### src/rtl/owrom_pkg.sv
// Shared constants and state types for the device-selection layer.
// Assumes commands arrive least significant bit first, 8 bits wide.
package owrom_pkg;

    localparam int CMD_W = 8;
    localparam int CRC_W = 8;

    localparam logic [CMD_W-1:0] CMD_READ     = 8'h33;
    localparam logic [CMD_W-1:0] CMD_MATCH    = 8'h55;
    localparam logic [CMD_W-1:0] CMD_SEARCH   = 8'hF0;
    localparam logic [CMD_W-1:0] CMD_CSEARCH  = 8'hEC;
    localparam logic [CMD_W-1:0] CMD_SKIP     = 8'hCC;
    localparam logic [CMD_W-1:0] CMD_OD_SKIP  = 8'h3C;
    localparam logic [CMD_W-1:0] CMD_OD_MATCH = 8'h69;

    // Reflected feedback constant of x^8 + x^5 + x^4 + 1
    localparam logic [CRC_W-1:0] CRC_POLY_REV = 8'h8C;

    typedef enum logic [2:0] {
        ST_IDLE,
        ST_CMD,
        ST_READ,
        ST_MATCH,
        ST_SRCH,
        ST_SEL
    } sel_state_t;

    typedef enum logic [1:0] {
        PH_BIT,
        PH_CMP,
        PH_DIR
    } srch_phase_t;

endpackage

### src/rtl/owrom_crc8.sv
// Combinational CRC-8 of a data word, shifted bit 0 first, init 0.
// Assumes the data width is small enough to unroll (56 by default).
module owrom_crc8 #(
    parameter int DATA_W = 56
) (
    input  logic [DATA_W-1:0]             data_i,
    output logic [owrom_pkg::CRC_W-1:0]   crc_o
);
    import owrom_pkg::*;

    function automatic logic [CRC_W-1:0] crc_calc(input logic [DATA_W-1:0] d);
        logic [CRC_W-1:0] c;
        logic             fb;
        c = '0;
        for (int i = 0; i < DATA_W; i++) begin
            fb = c[0] ^ d[i];
            c  = c >> 1;
            if (fb) c = c ^ CRC_POLY_REV;
        end
        return c;
    endfunction

    // Purpose: compute the CRC of the whole input word.
    always_comb begin
        crc_o = crc_calc(data_i);
    end

endmodule

### src/rtl/owrom_od_flag.sv
// Sticky high-speed mode flag: set by a command decode, cleared only
// by a long bus reset. Clear wins when both arrive together.
module owrom_od_flag (
    input  logic clk,
    input  logic rst_n,
    input  logic set_i,
    input  logic clr_i,
    output logic od_o
);

    // Purpose: hold the mode flag between long resets.
    always_ff @(posedge clk) begin
        if (!rst_n)     od_o <= 1'b0;
        else if (clr_i) od_o <= 1'b0;
        else if (set_i) od_o <= 1'b1;
    end

    AST_OD_LONG_CLEAR: assert property (@(posedge clk) disable iff (!rst_n)
        clr_i |=> !od_o);
    AST_OD_STICKY: assert property (@(posedge clk) disable iff (!rst_n)
        $fell(od_o) |-> $past(clr_i));

endmodule

### src/rtl/owrom_ctrl.sv
// Command decoder and addressing sequencer. It consumes one-cycle bit
// events from the bus front end and walks the code for read, match and
// search. Assumes at most one of rx_valid_i / tx_req_i per cycle.
// A bus reset outranks both.
module owrom_ctrl #(
    parameter int CODE_W = 64
) (
    input  logic              clk,
    input  logic              rst_n,
    input  logic              bus_rst_i,
    input  logic              rx_valid_i,
    input  logic              rx_bit_i,
    input  logic              tx_req_i,
    input  logic [CODE_W-1:0] code_i,
    input  logic              cond_i,
    output logic              tx_bit_o,
    output logic              selected_o,
    output logic              od_set_o
);
    import owrom_pkg::*;

    localparam int              IDX_W     = $clog2(CODE_W);
    localparam logic [IDX_W-1:0] CODE_LAST = IDX_W'(CODE_W - 1);
    localparam logic [IDX_W-1:0] CMD_LAST  = IDX_W'(CMD_W - 1);

    sel_state_t       st;
    srch_phase_t      ph;
    logic [IDX_W-1:0] cnt;
    logic [CMD_W-1:0] cmd_sr;
    logic [CMD_W-1:0] cmd_next;
    logic             cur_bit;
    logic             cmd_done;

    // Purpose: form the byte including the bit arriving now.
    always_comb begin
        cmd_next = {rx_bit_i, cmd_sr[CMD_W-1:1]};
        cur_bit  = code_i[cnt];
        cmd_done = (st == ST_CMD) && rx_valid_i && !bus_rst_i && (cnt == CMD_LAST);
    end

    // Purpose: sequence the command byte and the per-command bit walk.
    always_ff @(posedge clk) begin
        if (!rst_n) begin
            st     <= ST_IDLE;
            ph     <= PH_BIT;
            cnt    <= '0;
            cmd_sr <= '0;
        end else if (bus_rst_i) begin
            st  <= ST_CMD;
            ph  <= PH_BIT;
            cnt <= '0;
        end else begin
            case (st)
                ST_CMD: if (rx_valid_i) begin
                    cmd_sr <= cmd_next;
                    if (cnt == CMD_LAST) begin
                        cnt <= '0;
                        ph  <= PH_BIT;
                        case (cmd_next)
                            CMD_READ:                st <= ST_READ;
                            CMD_MATCH, CMD_OD_MATCH: st <= ST_MATCH;
                            CMD_SEARCH:              st <= ST_SRCH;
                            CMD_CSEARCH:             st <= cond_i ? ST_SRCH : ST_IDLE;
                            CMD_SKIP, CMD_OD_SKIP:   st <= ST_SEL;
                            default:                 st <= ST_IDLE;
                        endcase
                    end else begin
                        cnt <= cnt + 1'b1;
                    end
                end
                ST_READ: if (tx_req_i) begin
                    if (cnt == CODE_LAST) st <= ST_SEL;
                    else                  cnt <= cnt + 1'b1;
                end
                ST_MATCH: if (rx_valid_i) begin
                    if (rx_bit_i != cur_bit) st  <= ST_IDLE;
                    else if (cnt == CODE_LAST) st <= ST_SEL;
                    else                     cnt <= cnt + 1'b1;
                end
                ST_SRCH: begin
                    case (ph)
                        PH_BIT: if (tx_req_i) ph <= PH_CMP;
                        PH_CMP: if (tx_req_i) ph <= PH_DIR;
                        default: if (rx_valid_i) begin
                            if (rx_bit_i != cur_bit) st <= ST_IDLE;
                            else if (cnt == CODE_LAST) st <= ST_SEL;
                            else begin
                                cnt <= cnt + 1'b1;
                                ph  <= PH_BIT;
                            end
                        end
                    endcase
                end
                default: ;
            endcase
        end
    end

    // Purpose: offer the bit for a read slot; released (1) otherwise.
    always_comb begin
        tx_bit_o = 1'b1;
        if (st == ST_READ) tx_bit_o = cur_bit;
        else if (st == ST_SRCH && ph == PH_BIT) tx_bit_o = cur_bit;
        else if (st == ST_SRCH && ph == PH_CMP) tx_bit_o = ~cur_bit;
    end

    // Purpose: export selection and the high-speed set strobe.
    always_comb begin
        selected_o = (st == ST_SEL);
        od_set_o   = cmd_done && ((cmd_next == CMD_OD_SKIP) || (cmd_next == CMD_OD_MATCH));
    end

    AST_RST_DESELECT: assert property (@(posedge clk) disable iff (!rst_n)
        bus_rst_i |=> !selected_o);
    AST_IDLE_HOLD: assert property (@(posedge clk) disable iff (!rst_n)
        (st == ST_IDLE && !bus_rst_i) |=> (st == ST_IDLE));
    AST_SRCH_DROP: assert property (@(posedge clk) disable iff (!rst_n)
        (st == ST_SRCH && ph == PH_DIR && rx_valid_i && !bus_rst_i && rx_bit_i != code_i[cnt])
        |=> (st == ST_IDLE));
    AST_MATCH_DROP: assert property (@(posedge clk) disable iff (!rst_n)
        (st == ST_MATCH && rx_valid_i && !bus_rst_i && rx_bit_i != code_i[cnt])
        |=> (st == ST_IDLE));
    AST_SEL_FROM_CMD: assert property (@(posedge clk) disable iff (!rst_n)
        (st == ST_CMD && !rx_valid_i && !bus_rst_i) |=> !selected_o);

endmodule

### src/rtl/owrom_layer.sv
// Top of the device-selection layer: command sequencer, sticky mode
// flag and code CRC checker. Assumes bus events are one-cycle pulses
// from a bit-level front end running on the same clock.
module owrom_layer #(
    parameter int CODE_W = 64
) (
    input  logic              clk,
    input  logic              rst_n,
    input  logic              bus_rst_i,
    input  logic              bus_rst_long_i,
    input  logic              rx_valid_i,
    input  logic              rx_bit_i,
    input  logic              tx_req_i,
    output logic              tx_bit_o,
    input  logic [CODE_W-1:0] reg_code_i,
    input  logic              cond_hit_i,
    output logic              selected_o,
    output logic              overdrive_o,
    output logic              code_crc_ok_o
);
    import owrom_pkg::*;

    localparam int DATA_W = CODE_W - CRC_W;

    logic             od_set;
    logic             od_clr;
    logic [CRC_W-1:0] crc_calc;

    owrom_ctrl #(.CODE_W(CODE_W)) u_ctrl (
        .clk        (clk),
        .rst_n      (rst_n),
        .bus_rst_i  (bus_rst_i),
        .rx_valid_i (rx_valid_i),
        .rx_bit_i   (rx_bit_i),
        .tx_req_i   (tx_req_i),
        .code_i     (reg_code_i),
        .cond_i     (cond_hit_i),
        .tx_bit_o   (tx_bit_o),
        .selected_o (selected_o),
        .od_set_o   (od_set)
    );

    // Purpose: only a long reset may clear the mode flag.
    always_comb begin
        od_clr = bus_rst_i && bus_rst_long_i;
    end

    owrom_od_flag u_od (
        .clk   (clk),
        .rst_n (rst_n),
        .set_i (od_set),
        .clr_i (od_clr),
        .od_o  (overdrive_o)
    );

    owrom_crc8 #(.DATA_W(DATA_W)) u_crc (
        .data_i (reg_code_i[DATA_W-1:0]),
        .crc_o  (crc_calc)
    );

    // Purpose: compare the stored CRC byte with the computed one.
    always_comb begin
        code_crc_ok_o = (crc_calc == reg_code_i[CODE_W-1:DATA_W]);
    end

endmodule

### config.mk
export PLATFORM = sky130hd
export DESIGN_NAME = owrom_layer
export DESIGN_NICKNAME = d
export VERILOG_FILES = /design/src/rtl/owrom_pkg.sv /design/src/rtl/owrom_crc8.sv /design/src/rtl/owrom_od_flag.sv /design/src/rtl/owrom_ctrl.sv /design/src/rtl/owrom_layer.sv
export SDC_FILE = /design/constraint.sdc
export NUM_CORES = 1
export LEC_CHECK = 0
export BUFFER_PORTS_ARGS = -buffer_cell sky130_fd_sc_hd__buf_2
export CAP_MARGIN = 5
export CORE_MARGIN = 8
export CORE_UTILIZATION = 58
export CTS_BUF_LIST = sky130_fd_sc_hd__clkbuf_4
export CTS_CLUSTER_SIZE = 20
export DETAILED_ROUTE_END_ITERATION = 6
export PLACE_DENSITY = 0.89
export RECOVER_POWER = 50
export SYNTH_ARGS = -nofsm -noshare
export SYNTH_HDL_FRONTEND = slang
export SYNTH_SLANG_ARGS = --single-unit
export TNS_END_PERCENT = 5
### constraint.sdc
create_clock -name clk -period 9.7 [get_ports clk]
set_input_delay 2.91 -clock clk [delete_from_list [all_inputs] [get_ports clk]]
set_output_delay 2.91 -clock clk [all_outputs]
set_load 0.05 [all_outputs]
==> results.yml <==
timing:
  holdWs_ns: 0.509
  finalClockSkew_ns: 0.0132
  fmax_mhz: 103
  worstMarginPinSlew_ns: 0.943
  slew_viol_final: 0
  finalSetupTns_ns: 0
  final.period_utilization: 0.996
  setup_viol: 0
  finalHoldViolations: 0
  slew_headroom: 0.371
  min_period_ns: 9.67
clocking:
  tritoncts: "built"
  cts_buffers: 3
  cts_root_buf: "clkbuf_4"
  clock_sinks: 19
  cts.clk_slew.worst_paths_ns: 0.11
  cts_hold_buf: 0
  insertion_delay_ns: 0.31
  htreeDepth: 1
  cts_buffer_depth: 2
finish:
  drive_gt1_frac: 0.371
  postLayoutCellArea_sq_um: 4490
  synthToLayoutAreaGrowth_pct: 18.8
  antenna_cells: 0
  final_util: 0.710
  layout.nets: 497
synthesis:
  ys_async_sr_fraction: 0
  synth-simple-area-share: 0.123
  syn_area_sq_um: 3770
  synth_top_family_by_area: "XOR/XNOR gates"
  ys.warnings.count: 0
  yosysSeqAreaShare: 0.101
  synthFlopType: "dfxtp_1"
  synth_edf_count: 0
  muxShareOfSynthArea: 0.164
  synthesis.nets: 409
  synth_compound_area_frac: 0.0603
  yosys-top-cells-area: "xnor3_1 14%, xnor2_1 11%, mux4_2 10%, dfxtp_1 10%, xnor3_2 6.3%"
  yosys.area.top_type: "xnor3_1"
  yosys_register_bits: 19
  synthAdderAreaFrac: 0.00331
  yosys-top-cells-count: "48 x xnor2_1, 26 x nor2_1, 25 x xor2_1, 24 x xnor3_1, 21 x mux2i_1"
  yosysTopAreaCellShare: 0.143
  yosysMostFrequentCell: "xnor2_1"
  synth_area_per_cell_sq_um: 11.2
  synth_xor_area_frac: 0.531
  synth.distinct_cells: 49
  synth_cells: 336
route:
  dr.pass1.iters: 4
  drc_errors: 0
  via_per_inst: 6.02
  dr.first_iter.drc_count: 151
  wl_per_cell_microns: 20.6
  routed_wl_mm: 10.3
  num_vias: 3012
  ant_nets: 0
place:
  port_buffers: 75
  placed_cell_area_sq_um: 4300
  hpwl_mm: 8.06
  gp_congestion: 0.943
grt:
  grt_overflow: 0
  grtUsageTotal: 0.199
  grt_pass1_vias: 3139
  grt_max_degree: 21
  antenna_found_initial: 0
  grt_pass1_wl_mm: 15.5
setup_path:
  cpMostUsedCell: "xnor3_1"
  cp-end-kind: "output port"
  critPathKind: "input port to output port"
  crit_arrival_ns: 6.76
  critPathMaxFanout: 3
  worstSetupStartpointType: "input port"
  crit_chain: "buf_2, xnor3_2, buf_4, xor2_4, xnor3_1, xor2_1, xnor3_4, xor3_2, xnor3_1, nor3_1, o21ai_1, a2111oi_4, buf_6"
  r2r_cells: 10
  cp.required_ns: 6.79
  cpPeakStageDelay_ns: 0.54
  crit_slowest_cell: "xnor3_4"
die:
  dieArea_sq_um: 9350
  die_y_microns: 96.7
  core-area_sq_um: 6310
  fp.dieW_microns: 96.7
  initial_core_util: 0.598
  rows: 29
  io_pins: 76
flow_run:
  maxCapViolations: 0
hold_path:
  hold_depth: 2
  hp-class: "register to register"
outcome:
  outcome: "finished, final reports clean"
## metrics by stage
step / instances / setup WS [ns]
after detailed placement: 487 / -0.117
after global placement: 487 / 0.0617
after CTS: 491 / 0.0109
after global routing: 500 / -0.0541
final: 500 / 0.0343
after floorplan: 336 / 0.0958
## logic make-up after synthesis
logic type / Yosys count
xor gates and xnor gates: 131
and+or+nand+nor: 92
muxes: 39
AOI/OAI and AO/OA: 37
DFF: 19
buffers and inverters: 17
adders and majority gates: 1
## area by class of cell
cell class	count	area, sq um
Clock buffer	4	30.0
Fill cell	446	1830
Inverter	4	15.0
Multi-Input combinational cell	300	3430
Sequential cell	19	380
Tap cell	77	96.3
Timing Repair Buffer	96	531
## state kept, by name (all words and copies together) (netlist names)
register / cells
u_ctrl.ph: 2
u_ctrl.cnt: 6
u_od.od_o: 1
u_ctrl.st: 3
u_ctrl.cmd_sr: 7
## final timing paths
path	start	end	slack, ns
max reg2reg	u_ctrl.cnt[1]	u_ctrl.cnt[4]	5.90
min	u_od.od_o	u_od.od_o	0.51
max	reg_code_i[17]	code_crc_ok_o	0.03
min reg2reg	u_od.od_o	u_od.od_o	0.51
## cell usage in the layout, fill, tap and decap left out, drive strengths merged, types with 11 or more instances in the layout
cell type  instances
a21oi             11
buf               91
dfxtp             19
mux2i             21
mux4              18
nand2             19
nor2              26
o21ai             12
xnor2             54
xnor3             37
xor2              27
xor3              13
## worst max-delay path: cells and delay by family
kind	cells	cell delay, ns
buffers and inverters	3	0.49
and+or+nand+nor	1	0.18
AOI/OAI and AO/OA	2	0.49
xor gates and xnor gates	7	2.67
## timing repair
| item | CTS | global route |
|---|---|---|
| endpoints found under the setup margin | 1 | 1 |
| gates resized for setup | 2 | 14 |
| buffers inserted | 0 | 9 |
| pin swaps | 1 | 17 |
## per-layer routing
layer  vias to the layer above  global-route usage  share of wire
met1                      1479               0.229           0.39
met3                        30              0.0235          0.045
met2                       113               0.360           0.53
met5                         -                   0              0
met4                         0              0.0888          0.032
li1                       1390                   -              -
Power is not shown: default switching activity piles up to over one toggle a cycle in this logic, so the estimate is an artifact.
